==> config.mk <==
export PLATFORM = sky130hd
export DESIGN_NAME = intc_cascade
export DESIGN_NICKNAME = d
export VERILOG_FILES = /design/src/rtl/intc_pkg.sv /design/src/rtl/irq_src_bank.sv /design/src/rtl/irq_prio_pick.sv /design/src/rtl/intc_cascade.sv
export SDC_FILE = /design/constraint.sdc
export NUM_CORES = 1
export LEC_CHECK = 0
export BUFFER_PORTS_ARGS = -buffer_cell sky130_fd_sc_hd__buf_2
export CAP_MARGIN = 20
export CORE_UTILIZATION = 34
export DETAILED_ROUTE_END_ITERATION = 16
export GPL_TIMING_DRIVEN = 0
export SYNTH_ARGS = -nofsm -noshare
export SYNTH_HDL_FRONTEND = slang
export SYNTH_SLANG_ARGS = --single-unit
==> constraint.sdc <==
create_clock -name clk -period 80.4 [get_ports clk]
set_clock_uncertainty 0.2 [all_clocks]
set_input_delay 0 -clock clk [delete_from_list [all_inputs] [get_ports clk]]
set_output_delay 0 -clock clk [all_outputs]
set_load 0.1 [all_outputs]
==> src/rtl/intc_pkg.sv <==
package intc_pkg;

    localparam int ADDR_W = 12;
    localparam int DATA_W = 32;

    localparam logic [ADDR_W-1:0] A_PEND_CLR  = 12'h010;
    localparam logic [ADDR_W-1:0] A_EN_SET    = 12'h020;
    localparam logic [ADDR_W-1:0] A_EN_CLR    = 12'h030;
    localparam logic [ADDR_W-1:0] A_WIN_IDX   = 12'h040;
    localparam logic [ADDR_W-1:0] A_SEC_STAT  = 12'h080;
    localparam logic [ADDR_W-1:0] A_SEC_PCLR  = 12'h088;
    localparam logic [ADDR_W-1:0] A_SEC_ESET  = 12'h090;
    localparam logic [ADDR_W-1:0] A_SEC_ECLR  = 12'h098;
    localparam logic [ADDR_W-1:0] A_CHAN_BASE = 12'h200;

    typedef enum logic [1:0] {
        RSEL_ZERO,
        RSEL_WIN,
        RSEL_SSTAT,
        RSEL_CHAN
    } rd_sel_e;

endpackage

==> src/rtl/irq_src_bank.sv <==
module irq_src_bank #(
    parameter int W = 32
) (
    input  logic         clk,
    input  logic         rst_n,
    input  logic [W-1:0] src,
    input  logic [W-1:0] en_set,
    input  logic [W-1:0] en_clr,
    input  logic [W-1:0] pend_clr,
    output logic [W-1:0] pend,
    output logic [W-1:0] en
);

    logic [W-1:0] pend_q;
    logic [W-1:0] en_q;

    // Level sources dominate the clear: a held input re-latches.
    always_ff @(posedge clk or negedge rst_n) begin
        if (!rst_n) begin
            pend_q <= '0;
            en_q   <= '0;
        end else begin
            pend_q <= (pend_q & ~pend_clr) | src;
            en_q   <= (en_q | en_set) & ~en_clr;
        end
    end

    assign pend = pend_q;
    assign en   = en_q;

    AST_LEVEL_LATCH: assert property (@(posedge clk) disable iff (!rst_n)
        (|src) |=> ((pend_q & $past(src)) == $past(src)))
        else $error("source high did not set pending");

    AST_PEND_W0_KEEP: assert property (@(posedge clk) disable iff (!rst_n)
        (pend_q != '0) |=> ((($past(pend_q) & ~pend_q) & ~$past(pend_clr)) == '0))
        else $error("pending bit fell without a clear");

    AST_EN_W0_KEEP: assert property (@(posedge clk) disable iff (!rst_n)
        (~(en_set | en_clr) != '0) |=> (((en_q ^ $past(en_q)) & ~($past(en_set) | $past(en_clr))) == '0))
        else $error("enable bit changed without a write of 1");

endmodule

==> src/rtl/irq_prio_pick.sv <==
module irq_prio_pick #(
    parameter int N  = 40,
    parameter int CW = 6,
    localparam int IW = $clog2(N)
) (
    input  logic            clk,
    input  logic            rst_n,
    input  logic [N-1:0]    req,
    input  logic [N*CW-1:0] chan_flat,
    output logic [IW-1:0]   win,
    output logic            any
);

    logic [CW:0]   best_ch;
    logic [IW-1:0] best_ix;

    // Strict less-than keeps the lower source on equal channel numbers.
    always_comb begin
        best_ch = {1'b1, {CW{1'b0}}};
        best_ix = '0;
        for (int i = 0; i < N; i++) begin
            if (req[i] && ({1'b0, chan_flat[i*CW +: CW]} < best_ch)) begin
                best_ch = {1'b0, chan_flat[i*CW +: CW]};
                best_ix = IW'(i);
            end
        end
    end

    assign win = best_ix;
    assign any = |req;

    AST_WIN_IS_REQ: assert property (@(posedge clk) disable iff (!rst_n)
        any |-> req[win])
        else $error("winner is not a requester");

    AST_IDLE_ZERO: assert property (@(posedge clk) disable iff (!rst_n)
        !any |-> (win == '0))
        else $error("index nonzero with no requester");

endmodule

==> src/rtl/intc_cascade.sv <==
module intc_cascade
    import intc_pkg::*;
#(
    parameter int NUM_PRI = 40,
    parameter int NUM_SEC = 32
) (
    input  logic                clk,
    input  logic                rst_n,
    input  logic [NUM_PRI-1:1]  pri_irq,
    input  logic [NUM_SEC-1:0]  sec_irq,
    input  logic                bus_wr,
    input  logic                bus_rd,
    input  logic [ADDR_W-1:0]   bus_addr,
    input  logic [DATA_W-1:0]   bus_wdata,
    output logic [DATA_W-1:0]   bus_rdata,
    output logic                cpu_irq
);

    localparam int CW = $clog2(NUM_PRI);
    localparam int IW = $clog2(NUM_PRI);

    logic [NUM_PRI-1:0] p_set, p_clr, p_pclr, pri_pend, pri_en, pri_act;
    logic [NUM_SEC-1:0] s_set, s_clr, s_pclr, sec_pend, sec_en, sec_act;
    logic               sec_any;
    logic [CW-1:0]      chan_q [NUM_PRI];
    logic [NUM_PRI*CW-1:0] chan_flat;
    logic [IW-1:0]      win_ix;
    logic               win_any;
    rd_sel_e            rsel;
    logic [CW-1:0]      chan_rd;
    logic [DATA_W-1:0]  rd_val;
    logic [DATA_W-1:0]  rdata_q;

    // Primary write decode: bit b lives in word b/32 at base + 4*(b/32).
    always_comb begin
        p_set  = '0;
        p_clr  = '0;
        p_pclr = '0;
        for (int b = 0; b < NUM_PRI; b++) begin
            if (bus_wr && bus_addr == A_EN_SET + ADDR_W'(4 * (b / 32)))
                p_set[b] = bus_wdata[b % 32];
            if (bus_wr && bus_addr == A_EN_CLR + ADDR_W'(4 * (b / 32)))
                p_clr[b] = bus_wdata[b % 32];
            if (bus_wr && bus_addr == A_PEND_CLR + ADDR_W'(4 * (b / 32)))
                p_pclr[b] = bus_wdata[b % 32];
        end
    end

    assign s_set  = (bus_wr && bus_addr == A_SEC_ESET) ? bus_wdata[NUM_SEC-1:0] : '0;
    assign s_clr  = (bus_wr && bus_addr == A_SEC_ECLR) ? bus_wdata[NUM_SEC-1:0] : '0;
    assign s_pclr = (bus_wr && bus_addr == A_SEC_PCLR) ? bus_wdata[NUM_SEC-1:0] : '0;

    irq_src_bank #(.W(NUM_SEC)) u_sec (
        .clk(clk), .rst_n(rst_n), .src(sec_irq),
        .en_set(s_set), .en_clr(s_clr), .pend_clr(s_pclr),
        .pend(sec_pend), .en(sec_en)
    );

    assign sec_act = sec_pend & sec_en;
    assign sec_any = |sec_act;

    irq_src_bank #(.W(NUM_PRI)) u_pri (
        .clk(clk), .rst_n(rst_n), .src({pri_irq, sec_any}),
        .en_set(p_set), .en_clr(p_clr), .pend_clr(p_pclr),
        .pend(pri_pend), .en(pri_en)
    );

    assign pri_act = pri_pend & pri_en;
    assign cpu_irq = |pri_act;

    // Channel mapping table, identity after reset.
    for (genvar g = 0; g < NUM_PRI; g++) begin : g_chan
        always_ff @(posedge clk or negedge rst_n) begin
            if (!rst_n)
                chan_q[g] <= CW'(g);
            else if (bus_wr && bus_addr == A_CHAN_BASE + ADDR_W'(4 * g))
                chan_q[g] <= bus_wdata[CW-1:0];
        end
        assign chan_flat[g*CW +: CW] = chan_q[g];
    end

    irq_prio_pick #(.N(NUM_PRI), .CW(CW)) u_pick (
        .clk(clk), .rst_n(rst_n), .req(pri_act), .chan_flat(chan_flat),
        .win(win_ix), .any(win_any)
    );

    // Read select and mux.
    always_comb begin
        rsel    = RSEL_ZERO;
        chan_rd = '0;
        if (bus_addr == A_WIN_IDX)
            rsel = RSEL_WIN;
        else if (bus_addr == A_SEC_STAT)
            rsel = RSEL_SSTAT;
        for (int i = 0; i < NUM_PRI; i++) begin
            if (bus_addr == A_CHAN_BASE + ADDR_W'(4 * i)) begin
                rsel    = RSEL_CHAN;
                chan_rd = chan_q[i];
            end
        end
    end

    always_comb begin
        unique case (rsel)
            RSEL_WIN:   rd_val = DATA_W'(win_ix);
            RSEL_SSTAT: rd_val = DATA_W'(sec_act);
            RSEL_CHAN:  rd_val = DATA_W'(chan_rd);
            default:    rd_val = '0;
        endcase
    end

    always_ff @(posedge clk or negedge rst_n) begin
        if (!rst_n)
            rdata_q <= '0;
        else if (bus_rd)
            rdata_q <= rd_val;
    end

    assign bus_rdata = rdata_q;

    AST_CASCADE_RAISE: assert property (@(posedge clk) disable iff (!rst_n)
        sec_any |=> pri_pend[0])
        else $error("secondary request did not reach primary 0");

    AST_WO_READ_ZERO: assert property (@(posedge clk) disable iff (!rst_n)
        (bus_rd && (bus_addr == A_EN_SET || bus_addr == A_SEC_ECLR)) |=> (bus_rdata == '0))
        else $error("write-only register read nonzero");

    AST_IRQ_HAS_WIN: assert property (@(posedge clk) disable iff (!rst_n)
        cpu_irq |-> win_any)
        else $error("irq without an active source");

endmodule

Yosys cells after proc, flatten, opt, wreduce, memory -nomap -nowiden
Cells that the tools add are included.
- register bits after elaboration: 416
- bits in latches: 0
- memory bits (writable): 0
- memory bits (read-only): 0
- output and inout port bits: 33
- word-level logic and storage cells: 526
- memories: 0
- add/sub/neg operators: 0
- $mul: 0
- div/mod/pow operators: 0
- magnitude comparators: 39
- equality and inequality tests: 54
- shift operators: 0
- multiplexer cells: 284
- bitwise logic cells: 14
- reduce and logical (&&, ||, !) cells: 90
- operators by type and width (operator ; count):
    12-bit by 10-bit equality test with 1-bit output, second input constant ; 40
    6-bit two-way mux ; 48
    6-bit by 7-bit < comparator with 1-bit output ; 39
    7-bit two-way mux ; 39
    1-bit two-way mux ; 121
    40-bit AND ; 3
    32-bit AND ; 3
    32-bit two-way mux ; 3
    32-bit one-hot mux with 3 select lines ; 1
    1-bit logical AND ; 88
    2-bit two-way mux ; 44
    5-bit two-way mux ; 16
    40-bit inverter ; 2
    40-bit OR ; 2
    32-bit inverter ; 2
    32-bit OR ; 2
    12-bit by 6-bit equality test with 1-bit output, second input constant ; 4
    12-bit by 8-bit equality test with 1-bit output, second input constant ; 4
    40-bit OR reduction ; 1
    4-bit two-way mux ; 8
    32-bit OR reduction ; 1
    12-bit by 5-bit equality test with 1-bit output, second input constant ; 2
    12-bit by 7-bit equality test with 1-bit output, second input constant ; 1
    3-bit two-way mux ; 4
    other kinds (2) ; 3

Longest topological paths before layout
- word-level depth: 120
- gate-level depth with buffers: 366
- mapped depth without buffers: 338

Modules after synthesis
A second synthesis with hierarchy kept.
- cells, all modules: 4072
- area total of the unflattened synthesis: 34869.7 um^2
- by module, submodules not included (module ; times used ; cells an instance ; area each (um^2) ; sequential area each (um^2)):
    intc_cascade ; 1 ; 1570 ; 15985.3 ; 6931.6
    irq_prio_pick ; 1 ; 2070 ; 13929.6 ; 0.0
    irq_src_bank (u_pri) ; 1 ; 240 ; 2752.6 ; 2001.9
    irq_src_bank (u_sec) ; 1 ; 192 ; 2202.1 ; 1601.5

Worst setup path after synthesis
No wires, ideal clock.
- path type: register to register
- from: register u_pri.pend_q[0] (netlist: u_pri.pend[0])
- to: register rdata_q[5] (netlist: bus_rdata[5])
- library setup time: 126 ps
- arrival: 60960 ps
- data required time: 80074 ps
- slack: 19114 ps
- stages on the path, launching flop included: 344
- buffers on the path: 28
- path through: dfrtp_1 > and2_1 > clkbuf_1 > nand2_1 > ha_1 > a21oi_1 > nand4_1 > a21o_1 > o21ai_1 > nand2_1 > o21ai_0 > inv_1 > ha_1 > a21oi_1 > o211ai_1 > a31o_2 > a21oi_2 > mux2_2 > [308 not listed] > nor2_1 > a21oi_1 > ha_1 > a21o_1 > a21o_1 > a41oi_1 > o21bai_1 > a21bo_2 > clkbuf_1 > a21oi_1 > ha_1 > o21a_1 > o2111ai_1 > a21oi_1 > o221ai_1 > o21a_1 > or4_4 > a221o_1
- longest elaborated chain between the ends: 120
- elaborated cells on any way between the ends: 127
- classes of those cells: 39 x order compare; 48 x mux; 1 x bitwise; 39 x reduce/logical
- ends and longest elaborated chain (what ; line ; text):
    from (decl) ; irq_src_bank.sv:14 ; logic [W-1:0] pend_q;
    from (signal assigned) ; irq_src_bank.sv:23 ; pend_q <= (pend_q & ~pend_clr) | src;
    40-bit AND * ; intc_cascade.sv:68 ; assign pri_act = pri_pend & pri_en;
    7-bit two-way mux * ; irq_prio_pick.sv:22 ; if (req[i] && ({1'b0, chan_flat[i*CW +: CW]} < best_ch)) begin
    6-bit by 7-bit < comparator with 1-bit output ; irq_prio_pick.sv:22 ;
    1-bit logical AND ; irq_prio_pick.sv:22 ;
    7-bit two-way mux * ; irq_prio_pick.sv:22 ;
    6-bit by 7-bit < comparator with 1-bit output ; irq_prio_pick.sv:22 ;
    1-bit logical AND ; irq_prio_pick.sv:22 ;
    7-bit two-way mux * ; irq_prio_pick.sv:22 ;
    [104 not listed] ; - ;
    7-bit two-way mux ; irq_prio_pick.sv:22 ;
    6-bit by 7-bit < comparator with 1-bit output ; irq_prio_pick.sv:22 ;
    1-bit logical AND ; irq_prio_pick.sv:22 ;
    7-bit two-way mux ; irq_prio_pick.sv:22 ;
    6-bit by 7-bit < comparator with 1-bit output ; irq_prio_pick.sv:22 ;
    1-bit logical AND ; irq_prio_pick.sv:22 ;
    6-bit two-way mux * ; irq_prio_pick.sv:22 ;
    32-bit one-hot mux with 3 select lines * ; intc_cascade.sv:104 ; unique case (rsel)
    to (signal assigned) ; intc_cascade.sv:116 ; rdata_q <= rd_val;
    to (decl) ; intc_cascade.sv:32 ; logic [DATA_W-1:0] rdata_q;
Mark *: on every way between the ends. The rest lies on a longest branch, timed or not.
A chain may end at the register's enable or synchronous reset.

Worst setup path after layout
- from: register u_pri.pend_q[0] (netlist: u_pri.pend[0])
- to: register rdata_q[3] (netlist: bus_rdata[3])
- longest elaborated chain between the ends: 120
- elaborated cells on any way between the ends: 151
- classes of those cells: 39 x order compare; 72 x mux; 1 x bitwise; 39 x reduce/logical
- ends and longest elaborated chain (what ; line):
    40-bit AND * ; intc_cascade.sv:68
    7-bit two-way mux * ; irq_prio_pick.sv:22
    6-bit by 7-bit < comparator with 1-bit output ; irq_prio_pick.sv:22
    1-bit logical AND ; irq_prio_pick.sv:22
    7-bit two-way mux * ; irq_prio_pick.sv:22
    6-bit by 7-bit < comparator with 1-bit output ; irq_prio_pick.sv:22
    1-bit logical AND ; irq_prio_pick.sv:22
    7-bit two-way mux * ; irq_prio_pick.sv:22
    [104 not listed] ; -
    7-bit two-way mux ; irq_prio_pick.sv:22
    6-bit by 7-bit < comparator with 1-bit output ; irq_prio_pick.sv:22
    1-bit logical AND ; irq_prio_pick.sv:22
    7-bit two-way mux ; irq_prio_pick.sv:22
    6-bit by 7-bit < comparator with 1-bit output ; irq_prio_pick.sv:22
    1-bit logical AND ; irq_prio_pick.sv:22
    6-bit two-way mux * ; irq_prio_pick.sv:22
    32-bit one-hot mux with 3 select lines * ; intc_cascade.sv:104
Marks and branches as above.

==> run_results.csv <==
group,metric,value,unit
status,status,"complete, no violations",
routing,routedWlPerCell,24.1,um
finish,regArea,10500,um^2
clock_tree,clk_pin_slew,60,ps
grt,overflow,0,
critical_path,end_kind,"flip-flop",
synthesis,syn_area,30600,um^2
finish,fillers,8634,
critical_path,worst-setup-path-type,"flip-flop to flip-flop",
worst_hold_path,hold_class,"input pin to flip-flop",
finish,nNetsFinal,4139,
timing,setup-violations-final,0,
timing,max_freq,13.5,MHz
clock_tree,cts_setup_buffers,0,
floorplan,rows,109,
timing,grt_setup_unrepaired,"false",
clock_tree,cts_buffers,50,
routing,drt_first_pass_iters,7,
critical_path,critPathLaunchType,"flip-flop",
worst_hold_path,holdPathEnd,"chan_flat[230]$_DFFE_PN1P_",
timing,tns,0,ps
clock_tree,clk_latency,650,ps
finish,multi_input_area,18900,um^2
synthesis,synth_commonest_cells,"372 x nand2_1, 355 x a21oi_1, 316 x dfrtp_1",
grt,grt_pass1_wl,188000,um
worst_hold_path,worstHoldPathCells,2,
clock_tree,clock-sinks,416,
grt,antenna_found_initial,6,
synthesis,synth_top_cell_by_area,"dfrtp_1",
finish,layout-drive-gt1-share,0.189,
timing,hold_slack,26.1,ps
grt,grt_usage,0.268,
synthesis,yosysMostFrequentCell,"nand2_1",
critical_path,r2r_end,"bus_rdata[3]$_DFFE_PN0P_",
floorplan,die_area,91300,um^2
critical_path,rrSetupSlack,6410,ps
routing,ant_nets,0,
routing,vias,31100,
job,max-cap-violations,0,
floorplan,die-width,302,um
pwr,p_per_area,13.3,nW/um^2
synthesis,synth_edf_count,0,
synthesis,ys_seq_area_frac,0.344,
timing,relSlewSlack,0.197,
critical_path,critical_path_arrival,74370,ps
synthesis,netlist_instances,3451,
timing,final_max_slew_viol_count,0,
placement,io_buffers,140,
synthesis,synthTopCellsByArea,"dfrtp_1 26%, mux2_2 10%, dfstp_2 8.6%, a21oi_1 5.8%, nand2_1 4.6%",
synthesis,synth_area_per_cell,8.87,um^2
worst_hold_path,min_from,"bus_wdata[2]",
finish,syn2layout_area_growth,22.4,%
clock_tree,tritoncts,"built",
floorplan,start_util,0.345,
routing,drc,0,
timing,finalHoldViolCount,0,
synthesis,synth.distinct_cells,121,
synthesis,synth_nets,3657,
synthesis,synthFlopType,"dfrtp_1",
critical_path,cp_slowest_stage_delay,570,ps
clock_tree,cts_buffer_depth,3,
critical_path,critPathSlowestCell,"dlygate4sd3_1",
synthesis,async_reset_ff_frac,1.00,
timing,layout_min_cycle_time,73990,ps
synthesis,synth_warnings,0,
pwr,vdd_ir_drop_max,0.0167,mV
placement,hpwl,92600,um
synthesis,synth_top_area_share,0.258,
clock_tree,htree_levels,2,
grt,grt_max_degree,123,
grt,first_global_vias,30100,
critical_path,crit_top_cell,"ha_1",
critical_path,r2r_cells,351,
placement,gp_congestion,1.00,
floorplan,fp.coreArea,88800,um^2
synthesis,yosys_register_bits,416,
clock_tree,clock-root-buffer,"clkbuf_16",
critical_path,required,80780,ps
routing,via_per_inst,6.05,
timing,worst_slew_pin_slew,1200,ps
routing,drt_wl_total,124000,um
pwr,p_leak,15.3,nW
floorplan,ioPinCount,152,
critical_path,cp_max_fo,10,
routing,drt_iter0_drc,3206,
timing,post-route-period-util,0.920,
critical_path,r2r_start,"u_pri.pend[0]$_DFF_PN0_",
floorplan,die_h,302,um
-- worst max-delay path, delay by kind of cell (launching register included) --
kind | cells | cell delay, ps
muxes | 22 | 6080
buffers and inverters | 47 | 8500
adders and majority gates | 39 | 10940
and+or+nand+nor | 88 | 15120
DFF | 1 | 560
AOI/OAI and AO/OA | 155 | 32290
-- power breakdown --
| group | switching (W) | internal (W) | total (W) | leakage (nW) |
|---|---|---|---|---|
| combinational | 0.0000304 | 0.0000181 | 0.0000485 | 9.37 |
| clock | 0.000104 | 0.000134 | 0.000238 | 0.826 |
| sequential | 0.00000126 | 0.000211 | 0.000212 | 5.07 |
| total | 0.000135 | 0.000363 | 0.000498 | 15.3 |
-- through the flow --
| step | worst slack (ps) | power (W) | cell area [um^2] | cells | utilization |
|---|---|---|---|---|---|
| after detailed placement | 7890 | 0.000254 | 32900 | 4760 | 0.370 |
| after CTS | 7190 | 0.000499 | 37400 | 5138 | 0.422 |
| after floorplan | 19110 | 0.000235 | 30600 | 3451 | - |
| after global routing | 28.5 | 0.000511 | 37500 | 5142 | 0.422 |
| after global placement | 8270 | 0.000253 | 32800 | 4756 | 0.369 |
| final | 6410 | 0.000498 | 37500 | 5142 | 0.422 |
-- worst max path at each step --
stage / start / to / slack (ps)
after global placement: u_pri.pend[0]$_DFF_PN0_ / bus_rdata[5]$_DFFE_PN0P_ / 8270
after floorplan: u_pri.pend[0]$_DFF_PN0_ / bus_rdata[5]$_DFFE_PN0P_ / 19110
after CTS: u_pri.pend[0]$_DFF_PN0_ / bus_rdata[3]$_DFFE_PN0P_ / 7190
final: u_pri.pend[0]$_DFF_PN0_ / bus_rdata[3]$_DFFE_PN0P_ / 6410
after detailed placement: u_pri.pend[0]$_DFF_PN0_ / bus_rdata[5]$_DFFE_PN0P_ / 7890
after global routing: u_pri.pend[0]$_DFF_PN0_ / bus_rdata[3]$_DFFE_PN0P_ / 30
-- what timing repair did --
item,4_1_cts,5_1_grt
resized for setup,0,3
endpoints found under the setup margin,0,1
hold endpoints to repair,502,0
hold buffers,284,0
-- final cells by class --
cell class | instances | share of cell area
multi-input cells | 2749 | 0.505
flip-flops and latches | 416 | 0.281
repair buffers | 430 | 0.0984
well taps | 1165 | 0.0389
clock buffers | 68 | 0.0376
plain buffers | 143 | 0.0171
inverters | 143 | 0.0143
clock inverters | 26 | 0.00791
diodes | 2 | 0.000134
-- metal layers --
metal / wire [um] / GRT usage / part of all wire
met5: 44 / 0 / 0.00035
met4: 4690 / 0.0980 / 0.038
met3: 10500 / 0.0437 / 0.085
met2: 56500 / 0.430 / 0.46
met1: 52400 / 0.361 / 0.42
-- sequential cells by signal (all words and copies together) (netlist names) --
| name | cells |
|---|---|
| u_pri.en | 40 |
| u_sec.pend | 32 |
| bus_rdata | 32 |
| u_sec.en | 32 |
| u_pri.pend | 40 |
| chan_flat | 240 |
-- cells by family (layout without fill, tap and decap cells) --
group / after synthesis / after routing / share of synthesized area
AOI/OAI and AO/OA: 1207 / 1207 / 0.276
and+or+nand+nor: 1049 / 1049 / 0.160
DFF: 416 / 416 / 0.344
muxes: 375 / 375 / 0.136
buffers and inverters: 286 / 810 / 0.0384
adders and majority gates: 113 / 113 / 0.0442
xor gates and xnor gates: 5 / 5 / 0.00143
other: 0 / 2 / 0
-- cells in the final DEF, fill, tap and decap left out, drive strengths merged, types with 39 or more instances in the layout --
cell / instances
o21ai: 157
nand3: 118
dfstp: 100
mux2i: 75
a211oi: 46
nor2: 265
a21o: 121
ha: 87
dlygate4sd3: 283
clkbuf: 185
nor3: 50
inv: 145
o22ai: 42
a21oi: 362
a22oi: 56
mux2: 300
buf: 173
dfrtp: 316
a221oi: 39
o211ai: 43
nand2: 375
Power figures use the tool's default switching activity.
